<file path="config.mk">
export PLATFORM = sky130hd
export DESIGN_NAME = tlc_top
export DESIGN_NICKNAME = d
export VERILOG_FILES = /design/src/rtl/tlc_pkg.sv /design/src/rtl/tlc_timer.sv /design/src/rtl/tlc_sequencer.sv /design/src/rtl/tlc_lamps.sv /design/src/rtl/tlc_top.sv
export SDC_FILE = /design/constraint.sdc
export NUM_CORES = 1
export LEC_CHECK = 0
export BUFFER_PORTS_ARGS = -buffer_cell sky130_fd_sc_hd__buf_2
export CAP_MARGIN = 20
export CELL_PAD_IN_SITES_DETAIL_PLACEMENT = 0
export CELL_PAD_IN_SITES_GLOBAL_PLACEMENT = 1
export CORE_MARGIN = 4
export CORE_UTILIZATION = 25
export CTS_CLUSTER_DIAMETER = 30
export CTS_CLUSTER_SIZE = 16
export DETAILED_ROUTE_END_ITERATION = 10
export PLACE_DENSITY = 0.58
export SYNTH_ARGS = -nofsm -noshare
export SYNTH_HDL_FRONTEND = slang
export SYNTH_SLANG_ARGS = --single-unit
</file>
<file path="constraint.sdc">
create_clock -name clk_i -period 2.5 [get_ports clk_i]
set_clock_uncertainty 0.15 [all_clocks]
set_input_delay 0.75 -clock clk_i [delete_from_list [all_inputs] [get_ports clk_i]]
set_output_delay 0.75 -clock clk_i [all_outputs]
set_load 0.1 [all_outputs]
</file>
<file path="src/rtl/tlc_pkg.sv">
package tlc_pkg;

  typedef enum logic [1:0] {
    LAMP_RED = 2'b00,
    LAMP_YEL = 2'b01,
    LAMP_GRN = 2'b10
  } lamp_e;

  typedef enum logic [1:0] {
    ST_HWY_GO,
    ST_HWY_WARN,
    ST_FARM_GO,
    ST_FARM_WARN
  } seq_state_e;

  // road 0 = highway, road 1 = farm
  function automatic lamp_e lamp_of(seq_state_e st, int road);
    lamp_e l;
    l = LAMP_RED;
    unique case (st)
      ST_HWY_GO:    if (road == 0) l = LAMP_GRN;
      ST_HWY_WARN:  if (road == 0) l = LAMP_YEL;
      ST_FARM_GO:   if (road == 1) l = LAMP_GRN;
      ST_FARM_WARN: if (road == 1) l = LAMP_YEL;
      default:      l = LAMP_RED;
    endcase
    return l;
  endfunction

endpackage

</file>
<file path="src/rtl/tlc_timer.sv">
module tlc_timer #(
  parameter int SHORT_CYCLES = 5,
  parameter int LONG_CYCLES  = 20
) (
  input  logic clk_i,
  input  logic rst_ni,
  input  logic restart_i,
  output logic short_o,
  output logic long_o
);
  localparam int CNT_W = $clog2(LONG_CYCLES + 1);
  localparam logic [CNT_W-1:0] SHORT_C = CNT_W'(SHORT_CYCLES);
  localparam logic [CNT_W-1:0] LONG_C  = CNT_W'(LONG_CYCLES);

  logic [CNT_W-1:0] cnt_q;

  always_ff @(posedge clk_i or negedge rst_ni) begin
    if (!rst_ni)           cnt_q <= '0;
    else if (restart_i)    cnt_q <= '0;
    else if (cnt_q != LONG_C) cnt_q <= cnt_q + 1'b1;  // saturate at long
  end

  assign short_o = (cnt_q >= SHORT_C);
  assign long_o  = (cnt_q == LONG_C);

endmodule

</file>
<file path="src/rtl/tlc_sequencer.sv">
module tlc_sequencer
  import tlc_pkg::*;
(
  input  logic       clk_i,
  input  logic       rst_ni,
  input  logic       car_i,
  input  logic       short_i,
  input  logic       long_i,
  output seq_state_e nxt_o,
  output logic       restart_o
);
  seq_state_e st_q, nxt;

  always_comb begin
    nxt = st_q;
    unique case (st_q)
      ST_HWY_GO:    if (car_i && long_i)  nxt = ST_HWY_WARN;
      ST_HWY_WARN:  if (short_i)          nxt = ST_FARM_GO;
      ST_FARM_GO:   if (!car_i || long_i) nxt = ST_FARM_WARN;
      ST_FARM_WARN: if (short_i)          nxt = ST_HWY_GO;
      default:                            nxt = ST_HWY_GO;
    endcase
  end

  always_ff @(posedge clk_i or negedge rst_ni) begin
    if (!rst_ni) st_q <= ST_HWY_GO;
    else         st_q <= nxt;
  end

  assign nxt_o     = nxt;
  assign restart_o = (nxt != st_q);

endmodule

</file>
<file path="src/rtl/tlc_lamps.sv">
module tlc_lamps
  import tlc_pkg::*;
#(
  parameter int N_ROADS = 2
) (
  input  logic                    clk_i,
  input  logic                    rst_ni,
  input  seq_state_e              nxt_i,
  output logic [N_ROADS-1:0][1:0] lamp_o
);
  for (genvar g = 0; g < N_ROADS; g++) begin : g_road
    localparam lamp_e RST_LAMP = (g == 0) ? LAMP_GRN : LAMP_RED;
    logic [1:0] lamp_q;
    always_ff @(posedge clk_i or negedge rst_ni) begin
      if (!rst_ni) lamp_q <= RST_LAMP;
      else         lamp_q <= lamp_of(nxt_i, g);
    end
    assign lamp_o[g] = lamp_q;
  end

endmodule

</file>
<file path="src/rtl/tlc_top.sv">
module tlc_top #(
  parameter int SHORT_CYCLES = 5,
  parameter int LONG_CYCLES  = 20
) (
  input  logic       clk_i,
  input  logic       rst_ni,
  input  logic       car_i,
  output logic [1:0] hwy_lamp_o,
  output logic [1:0] farm_lamp_o,
  output logic       tmr_restart_o
);
  import tlc_pkg::*;

  localparam int N_ROADS = 2;

  logic                    short_w, long_w, restart_w;
  seq_state_e              nxt_w;
  logic [N_ROADS-1:0][1:0] lamp_w;

  tlc_timer #(
    .SHORT_CYCLES(SHORT_CYCLES),
    .LONG_CYCLES (LONG_CYCLES)
  ) u_timer (
    .clk_i    (clk_i),
    .rst_ni   (rst_ni),
    .restart_i(restart_w),
    .short_o  (short_w),
    .long_o   (long_w)
  );

  tlc_sequencer u_seq (
    .clk_i    (clk_i),
    .rst_ni   (rst_ni),
    .car_i    (car_i),
    .short_i  (short_w),
    .long_i   (long_w),
    .nxt_o    (nxt_w),
    .restart_o(restart_w)
  );

  tlc_lamps #(.N_ROADS(N_ROADS)) u_lamps (
    .clk_i (clk_i),
    .rst_ni(rst_ni),
    .nxt_i (nxt_w),
    .lamp_o(lamp_w)
  );

  assign hwy_lamp_o    = lamp_w[0];
  assign farm_lamp_o   = lamp_w[1];
  assign tmr_restart_o = restart_w;

endmodule

</file>
==> results of run 1 <==
## flip-flops by register name, summed over array words and instances, names as in the netlist
| name | cells |
|---|---|
| u_lamps.g_road.lamp_q | 4 |
| u_seq.st_q | 2 |
| u_timer.cnt_q | 5 |
## cell usage after synthesis (all sizes together)
cell / n / area share [%]
ha: 3 / 6.4
a21o: 1 / 1.3
xor2: 3 / 4.5
o21ai: 2 / 1.7
nand4: 1 / 1.1
nor2: 4 / 2.5
o31ai: 1 / 1.3
nand2b: 2 / 2.1
nand3: 5 / 5.1
nand4b: 1 / 2.5
mux2i: 2 / 3.4
o211ai: 1 / 2.1
and4b: 1 / 1.9
a21oi: 6 / 5.1
nand2: 2 / 1.3
and2: 1 / 1.1
inv: 4 / 2.5
dfrtp: 10 / 42
a211oi: 2 / 3.4
nor2b: 1 / 1.1
o311ai: 1 / 1.5
o21a: 1 / 1.3
dfstp: 1 / 4.5
## cell families (layout without fill, tap and decap cells)
kind of cell    after synthesis  count (layout)  share of synthesized area, %
compound gates               15              15                         17.62
xor+xnor                      3               3                         4.459
fa+ha+maj                     3               3                         6.370
buf+inv                       4              28                         2.547
flops                        11              11                         46.92
mux                           2               2                         3.397
simple gates                 18              18                         18.68
## path summary, 6_finish.rpt
| kind | start | to | slack (ns) | cells after the start |
|---|---|---|---|---|
| setup / recovery | u_timer.cnt_q[0]$_DFFE_PN0P_ | tmr_restart_o | 0.0003 | 5 |
| hold / removal | rst_ni | u_timer.cnt_q[4]$_DFFE_PN0P_ | 0.19 | 1 |
| hold reg to reg | u_seq.st_q[1]$_DFF_PN0_ | u_lamps.g_road[0].lamp_q[0]$_DFF_PN0_ | 0.43 | 1 |
| setup reg to reg | u_timer.cnt_q[0]$_DFFE_PN0P_ | u_seq.st_q[0]$_DFF_PN0_ | 0.50 | 11 |
| min in group clk_i | u_seq.st_q[1]$_DFF_PN0_ | u_lamps.g_road[0].lamp_q[0]$_DFF_PN0_ | 0.43 | 1 |
| max in group asynchronous | rst_ni | u_lamps.g_road[0].lamp_q[1]$_DFF_PN1_ | 1.73 | 1 |
## cell usage in the layout, fill, tap and decap left out, types with 3 or more instances in the layout
master                     instances
sky130_fd_sc_hd__clkbuf_4          3
sky130_fd_sc_hd__xor2_1            3
sky130_fd_sc_hd__buf_4            12
sky130_fd_sc_hd__nand3_1           3
sky130_fd_sc_hd__nor2_1            4
sky130_fd_sc_hd__dfrtp_1           9
sky130_fd_sc_hd__buf_2             6
sky130_fd_sc_hd__a21oi_1           6
## stage by stage
stage	hold WS [ns]	TNS, ns
2_1_floorplan	0.3044	0
3_3_place_gp	0.4101	0
3_5_place_dp	0.4256	0
4_1_cts	0.1945	-0.003848
5_1_grt	0.1950	-0.08230
6_report	0.1936	0
## worst max-delay path: cells and delay by family (launching register included)
family	cells	cell delay [ns]
DFF	1	0.45
AOI/OAI and AO/OA	1	0.26
and+or+nand+nor	2	0.31
buffers and inverters	2	0.30
## timing repair
item                                    CTS  global route
endpoints found under the setup margin    1             1
pin swaps                                 6             4
endpoints found under the hold margin     0             0
buffers inserted                          6             2
gates resized for setup                  13             0
## cell type report
type | instances | area [sq um] | area share (%)
sequential | 11 | 277.8 | 32.36
inverter | 4 | 15.01 | 1.749
tap | 28 | 35.03 | 4.082
clock buffer | 4 | 26.28 | 3.061
multi-input combinational | 41 | 352.8 | 41.11
timing repair buffer | 20 | 151.4 | 17.64
## routing by layer
layer  part of all wire, %  vias to the layer above  routed length (um)
li1                      -                      251                   -
met5                     0                        -                   0
met1                    47                      247                 651
met4                   1.2                        0                  17
met2                    51                        5                 709
met3                   1.5                        4                  21
==> metrics.md, run 1 <==
| Metric | Value |
|---|---|
| Number of fillers in the final layout | `222` |
| Post-detailed-route wirelength per cell | `12.95 um` |
| TritonCTS Sinks | `11` |
| Worst Setup End Kind | `output port` |
| Largest fanout of any net on the critical path | `4` |
| Via count | `507` |
| DRC errors left | `0` |
| CTS Hold Buffers Added | `0` |
| Worst min-delay path category | `input port to asynchronous set/reset pin` |
| Total core area | `0.002233 sq mm` |
| Net Count, Synth | `62` |
| Remaining antenna violation count after routing | `0` |
| CTS tree | `yes` |
| Starting density of the core | `26.39%` |
| Num CTS Buffers | `3` |
| Post-Layout Inst Area | `858.3 sq um` |
| Global Route Usage Sum | `9.743%` |
| Width of the die | `56.55 um` |
| CTS root buffer | `sky130_fd_sc_hd__clkbuf_4` |
| Sequential fraction of the synthesis area | `46.92%` |
| Total instance count after detailed placement | `96` |
| DRT Pass-1 Iters | `3` |
| Number of vias per cell | `4.694` |
| Antenna fix cells | `0` |
| Antenna violations before repair | `0` |
| Worst stage delay on the critical path | `0.45 ns` |
| Clk_lat worst skew | `0.27 ns` |
| Maximum number of buffers from clock root to sink | `2` |
| Data required time of the worst path | `1.60 ns` |
| Fraction of met2 tracks used by global routing | `15.68%` |
| Pin count of the biggest net entering global routing | `12` |
| Highest attainable clock frequency | `0.4001 GHz` |
| Mean instance size in the synthesized netlist | `10.52 sq um` |
| Post-route worst setup slack | `0.0003254 ns` |
| Final critical delay including setup and external delays | `2.500 ns` |
| Layout-stage area growth over the synthesis result | `45.65%` |
| Worst Setup Path Type | `register to output port` |
| Final Hold Fails | `0` |
| Number of rows created at floorplan | `17` |
| Busiest grt layer | `met2` |
| Max-cap viol count | `0` |
| Gr ovfl total | `0` |
| Final-stage net count | `87` |
| Number of non-filler instances in the completed layout | `108` |
| Met3 track demand over resource | `1.379%` |
| Buffers on Ports | `7` |
| Final worst-path cycle share | `99.99%` |
| Initial DRC count | `2` |
| Final number of max-transition violations | `0` |
| Library cells used by synthesis | `26` |
| Overall routed net length | `1399 um` |
| DP Worst Slack | `0.1119 ns` |
| Routability-driven placement congestion ratio | `0.7553` |
| Signal arrival time at the worst endpoint | `1.60 ns` |
| First-pass GRT wire length | `2435 um` |
| Endpoints failing setup | `0` |
| Synth Register Bits | `11` |
| Clock-pin transition on the worst setup and hold timing paths | `0.08 ns` |
| Max-slew headroom | `67.52%` |
| Gate count after technology mapping | `56` |
| CP Launch Type | `register` |
| HPWL after detailed placement | `924.5 um` |
| Outcome | `completed` |
| Share of layout cells above drive strength 1 | `46.25%` |
| Number of global-route vias before repair | `551` |
| Mapped cell area | `589.3 sq um` |
| Placed cell areas | `713.2 sq um` |
| Syn. warnings | `0` |
| Grt met1 use | `12.92%` |
| H-tree depth | `1` |
| Transition time at the pin with the least slew margin | `0.4905 ns` |
| Floorplan die area | `0.003198 sq mm` |
| Fin util | `38.43%` |
| Worst path cell trace | `buf_6 -> o31ai_4 -> nand3_2 -> and2_4 -> buf_12` |
| Overall die height | `56.55 um` |
| I/O pin count | `8` |
| RSZ-0062 raised after global routing | `yes` |
| Slowest stage cell, crit path | `sky130_fd_sc_hd__dfrtp_2` |
Power of run 1 is not shown: default switching activity piles up to over one toggle a cycle in this logic, so the estimate is an artifact.
==> inputs of run 2 (changes only) <==
==> constraint.sdc (replaced) <==
create_clock -name clk_i -period 3.25 [get_ports clk_i]
set_clock_uncertainty 0.15 [all_clocks]
set_input_delay 0.975 -clock clk_i [delete_from_list [all_inputs] [get_ports clk_i]]
set_output_delay 0.975 -clock clk_i [all_outputs]
set_load 0.1 [all_outputs]
==> run 2 against run 1 <==
Utilization down 7.1 points; wire length down 19%; register-to-register slack better by 1.1 ns; non-clock buffer count down 13.
==> metrics.md, run 2 (same netlist as run 1, synthesis figures left out) <==
| Metric | Value |
|---|---|
| CP Launch Type | `register` |
| Worst stage delay on the critical path | `0.47 ns` |
| Post-route setup TNS | `0 ns` |
| Endpoints failing setup | `0` |
| Final-stage net count | `74` |
| Floorplan die area | `0.003198 sq mm` |
| Slowest stage cell, crit path | `sky130_fd_sc_hd__dfrtp_1` |
| Final number of max-transition violations | `0` |
| DP Worst Slack | `0.3179 ns` |
| CTS Hold Buffers Added | `0` |
| Number of buffer and inverter stages on the critical path | `2` |
| HPWL after detailed placement | `831.6 um` |
| Number of buffers inserted to repair setup after CTS | `0` |
| Number of gates resized after CTS | `0` |
| Outcome | `completed` |
| Via count | `434` |
| Share of layout cells above drive strength 1 | `23.88%` |
| Number of fillers in the final layout | `244` |
| Signal arrival time at the worst endpoint | `1.93 ns` |
| Transition time at the pin with the least slew margin | `0.4864 ns` |
| Biggest registers after layout | `u_timer.cnt_q (5), u_lamps.g_road.lamp_q (4), u_seq.st_q (2)` |
| First-pass GRT wire length | `1945 um` |
| Clk_lat worst skew | `0.26 ns` |
| CTS root buffer | `sky130_fd_sc_hd__clkbuf_4` |
| Placed cell areas | `674.4 sq um` |
| Register ranked first by flip-flop count | `u_timer.cnt_q` |
| Data required time of the worst path | `2.12 ns` |
| Starting density of the core | `26.39%` |
| Worst path cell trace | `inv_1 -> ha_1 -> nand4b_2 -> o211ai_2 -> and2_1 -> buf_12` |
| Overall die height | `56.55 um` |
| RSZ-0062 raised after global routing | `no` |
| DRT Pass-1 Iters | `4` |
| Antenna fix cells | `0` |
| Worst Setup End Kind | `output port` |
| Num CTS Buffers | `3` |
| Overall routed net length | `1129 um` |
| Final worst-path cycle share | `94.02%` |
| Number of global-route vias before repair | `427` |
| Number of rows created at floorplan | `17` |
| Gr ovfl total | `0` |
| Worst min-delay path category | `register to register` |
| CTS tree | `yes` |
| Most common library cell in the layout ignoring fill and taps | `sky130_fd_sc_hd__dfrtp_1` |
| DRC errors left | `0` |
| Total core area | `0.002233 sq mm` |
| Remaining antenna violation count after routing | `0` |
| Buffers on Ports | `7` |
| Post-route worst setup slack | `0.1945 ns` |
| Routability-driven placement congestion ratio | `0.7074` |
| Commonest non-fill, non-tap cells in the layout | `sky130_fd_sc_hd__dfrtp_1 (10), sky130_fd_sc_hd__a21oi_1 (6), sky130_fd_sc_hd__buf_2 (6)` |
| Max reg flops | `5` |
| Cell type group with the largest total delay on the critical path | `flip-flops` |
| TritonCTS Sinks | `11` |
| Largest fanout of any net on the critical path | `7` |
| Max-cap viol count | `0` |
| Worst Setup Path Type | `register to output port` |
| H-tree depth | `1` |
| Width of the die | `56.55 um` |
| Final critical delay including setup and external delays | `3.055 ns` |
| Pin count of the biggest net entering global routing | `12` |
| Layout-stage area growth over the synthesis result | `18.90%` |
| Initial DRC count | `8` |
| Antenna violations before repair | `0` |
| Post-Layout Inst Area | `700.7 sq um` |
| Post-detailed-route wirelength per cell | `11.88 um` |
| Highest attainable clock frequency | `0.3273 GHz` |
| Global Route Usage Sum | `7.930%` |
| Number of vias per cell | `4.568` |
| Max-slew headroom | `67.80%` |
| Final Hold Fails | `0` |
| Clock-pin transition on the worst setup and hold timing paths | `0.07 ns` |
| I/O pin count | `8` |
| Maximum number of buffers from clock root to sink | `2` |
[run 2: metal layers]
layer / up-vias / global-route usage (%) / part of all wire [%]
met5: - / 0 / 0
met4: 0 / 5.085 / 1.8
li1: 225 / - / -
met2: 3 / 11.39 / 44
met1: 204 / 10.36 / 53
met3: 2 / 2.069 / 1.9
[run 2: final cells by class]
cell class | instances | area [sq um] | share of cell area [%]
Multi-Input combinational cell | 41 | 297.8 | 42.50
Sequential cell | 11 | 276.5 | 39.46
Timing Repair Buffer | 7 | 50.05 | 7.143
Tap cell | 28 | 35.03 | 5.000
Clock buffer | 4 | 26.28 | 3.750
Inverter | 4 | 15.01 | 2.143
[run 2: final timing paths]
kind | start | end | slack [ns] | cells past startpoint
hold reg to reg | u_seq.st_q[1]$_DFF_PN0_ | u_lamps.g_road[0].lamp_q[0]$_DFF_PN0_ | 0.41 | 1
min in group asynchronous | rst_ni | u_timer.cnt_q[1]$_DFFE_PN0P_ | 0.42 | 1
setup reg to reg | u_timer.cnt_q[0]$_DFFE_PN0P_ | u_lamps.g_road[1].lamp_q[1]$_DFF_PN0_ | 1.57 | 5
hold / removal | u_seq.st_q[1]$_DFF_PN0_ | u_lamps.g_road[0].lamp_q[0]$_DFF_PN0_ | 0.41 | 1
setup / recovery | u_timer.cnt_q[0]$_DFFE_PN0P_ | tmr_restart_o | 0.19 | 6
max in group asynchronous | rst_ni | u_lamps.g_road[0].lamp_q[1]$_DFF_PN1_ | 2.27 | 1
[run 2: metrics by stage]
step           hold slack (ns)  utilization (%)  std cells
2_1_floorplan           0.3568                -         56
3_3_place_gp            0.4053            30.20         91
3_5_place_dp            0.4038            30.20         91
4_1_cts                 0.4200            31.37         95
5_1_grt                 0.4343            31.37         95
6_report                0.4100            31.37         95
[run 2: worst reg2reg max path, stage by stage (launching register included)]
cell and delay (ns):
sky130_fd_sc_hd__dfrtp_1 0.49, sky130_fd_sc_hd__inv_1 0.10, sky130_fd_sc_hd__ha_1 0.25, sky130_fd_sc_hd__and4b_2 0.28, sky130_fd_sc_hd__o21ai_1 0.20, sky130_fd_sc_hd__o21a_1 0.15
Power of run 2 is left out for the same reason.
==> inputs of run 3 (changes only) <==
--- a/config.mk
+++ b/config.mk
@@ -14,7 +14,8 @@
 export CTS_CLUSTER_DIAMETER = 30
 export CTS_CLUSTER_SIZE = 16
 export DETAILED_ROUTE_END_ITERATION = 10
-export PLACE_DENSITY = 0.58
+export MAX_ROUTING_LAYER = met4
+export PLACE_DENSITY = 0.48
 export SYNTH_ARGS = -nofsm -noshare
 export SYNTH_HDL_FRONTEND = slang
 export SYNTH_SLANG_ARGS = --single-unit
==> run 3 against run 2 <==
Flip-flop and latch count unchanged; first-iteration DRC count is 50% lower; wire length grew 14%; critical path depth is the same; via count is 4.6% higher; die area did not move; global-route usage grew 1.3 points; fmax grew 2.1%; register-to-register slack got worse by 0.02 ns; cell area increased by 1.8%; sequential share of layout area shrank 0.69 points; critical endpoint unchanged.
==> metrics.md, run 3 (same netlist as run 1, synthesis figures left out) <==
| Metric | Value |
|---|---|
| Worst Setup End Kind | `output port` |
| Uppermost layer routed | `met4` |
| Post-detailed-route wirelength per cell | `13.38 um` |
| Max reg flops | `5` |
| Number of buffers inserted to repair setup after CTS | `0` |
| Biggest registers after layout | `u_timer.cnt_q (5), u_lamps.g_road.lamp_q (4), u_seq.st_q (2)` |
| Transition time at the pin with the least slew margin | `0.4845 ns` |
| CP Launch Type | `register` |
| Final critical delay including setup and external delays | `2.992 ns` |
| Via count | `454` |
| Share of layout cells above drive strength 1 | `26.47%` |
| Overall die height | `56.55 um` |
| I/O pin count | `8` |
| Gr ovfl total | `0` |
| CTS Hold Buffers Added | `0` |
| RSZ-0062 raised after global routing | `no` |
| Global Route Usage Sum | `9.229%` |
| Max-cap viol count | `0` |
| Most common library cell in the layout ignoring fill and taps | `sky130_fd_sc_hd__dfrtp_1` |
| Number of gates resized after CTS | `0` |
| Worst Setup Path Type | `register to output port` |
| HPWL after detailed placement | `937.1 um` |
| Width of the die | `56.55 um` |
| H-tree depth | `1` |
| Final worst-path cycle share | `92.06%` |
| Register ranked first by flip-flop count | `u_timer.cnt_q` |
| Final Hold Fails | `0` |
| DRC errors left | `0` |
| Starting density of the core | `26.39%` |
| Initial DRC count | `4` |
| Endpoints failing setup | `0` |
| CTS tree | `yes` |
| Highest attainable clock frequency | `0.3342 GHz` |
| Max-slew headroom | `67.92%` |
| Amount of wire on met3 after detailed routing | `68 um` |
| Number of vias per cell | `4.729` |
| Routed length on met2 | `656 um` |
| CTS root buffer | `sky130_fd_sc_hd__clkbuf_4` |
| Commonest non-fill, non-tap cells in the layout | `sky130_fd_sc_hd__dfrtp_1 (10), sky130_fd_sc_hd__a21oi_1 (6), sky130_fd_sc_hd__buf_2 (6)` |
| Floorplan die area | `0.003198 sq mm` |
| Clk_lat worst skew | `0.27 ns` |
| Antenna fix cells | `0` |
| Overall routed net length | `1284 um` |
| Maximum number of buffers from clock root to sink | `2` |
| Layout-stage area growth over the synthesis result | `21.02%` |
| Antenna violations before repair | `0` |
| Pin count of the biggest net entering global routing | `12` |
| Num CTS Buffers | `3` |
| Remaining antenna violation count after routing | `0` |
| Buffers on Ports | `7` |
| Outcome | `completed` |
| First-pass GRT wire length | `2187 um` |
| TritonCTS Sinks | `11` |
| DRT Pass-1 Iters | `4` |
| Signal arrival time at the worst endpoint | `1.87 ns` |
| Largest fanout of any net on the critical path | `6` |
| Routability-driven placement congestion ratio | `0.7271` |
| Number of global-route vias before repair | `466` |
| Post-route setup TNS | `0 ns` |
| Final-stage net count | `75` |
| Total core area | `0.002233 sq mm` |
| Clock-pin transition on the worst setup and hold timing paths | `0.07 ns` |
| Number of rows created at floorplan | `17` |
| Metal1 wirelength | `555 um` |
| Worst min-delay path category | `input port to asynchronous set/reset pin` |
| Final number of max-transition violations | `0` |
| Data required time of the worst path | `2.12 ns` |
run 3: cell count changes in the layout (fill, tap and decap cells not counted):
cell,delta
sky130_fd_sc_hd__o31ai_1,-1
sky130_fd_sc_hd__o31ai_2,+1
sky130_fd_sc_hd__buf_4,+1
run 3: worst max-delay path, cell delays in order (launching register included):
cell and delay (ns):
sky130_fd_sc_hd__dfrtp_1 0.45, sky130_fd_sc_hd__inv_1 0.09, sky130_fd_sc_hd__ha_1 0.21, sky130_fd_sc_hd__o31ai_2 0.24
sky130_fd_sc_hd__nand3_1 0.20, sky130_fd_sc_hd__and2_1 0.24, sky130_fd_sc_hd__buf_12 0.17
run 3: final timing paths:
check / startpoint / to / slack, ns / cells past startpoint
worst max-delay path: u_timer.cnt_q[1]$_DFFE_PN0P_ / tmr_restart_o / 0.26 / 6
worst min register to register: u_seq.st_q[1]$_DFF_PN0_ / u_lamps.g_road[0].lamp_q[0]$_DFF_PN0_ / 0.44 / 1
worst min-delay path: rst_ni / u_timer.cnt_q[2]$_DFFE_PN0P_ / 0.41 / 1
max in group asynchronous: rst_ni / u_lamps.g_road[0].lamp_q[1]$_DFF_PN1_ / 2.27 / 1
worst max register to register: u_timer.cnt_q[0]$_DFFE_PN0P_ / u_lamps.g_road[0].lamp_q[1]$_DFF_PN1_ / 1.55 / 5
min in group clk_i: u_seq.st_q[1]$_DFF_PN0_ / u_lamps.g_road[0].lamp_q[0]$_DFF_PN0_ / 0.44 / 1
run 3: routing by layer:
metal / global-route usage, % / vias up
li1: - / 227
met2: 13.20 / 10
met3: 4.368 / 2
met5: - / -
met1: 11.80 / 215
met4: 2.034 / 0
run 3: per-stage QoR:
stage / cell area [sq um] / std cells / setup slack, ns / util (%) / hold slack (ns)
CTS: 708.2 / 96 / 0.1770 / 31.71 / 0.4188
floorplan: 589.3 / 56 / 0.09932 / - / 0.3568
global placement: 681.9 / 92 / 0.3759 / 30.53 / 0.4317
detailed placement: 681.9 / 92 / 0.3792 / 30.53 / 0.4166
finish: 713.2 / 96 / 0.2582 / 31.93 / 0.4142
global route: 713.2 / 96 / 0.05931 / 31.93 / 0.4281
run 3: layout make-up:
type                            instances  area [sq um]
Inverter                                4         15.01
Clock buffer                            4         26.28
Fill cell                             251          1520
Multi-Input combinational cell         41         302.8
Timing Repair Buffer                    8         57.56
Tap cell                               28         35.03
Sequential cell                        11         276.5
Power of run 3 is left out for the same reason.
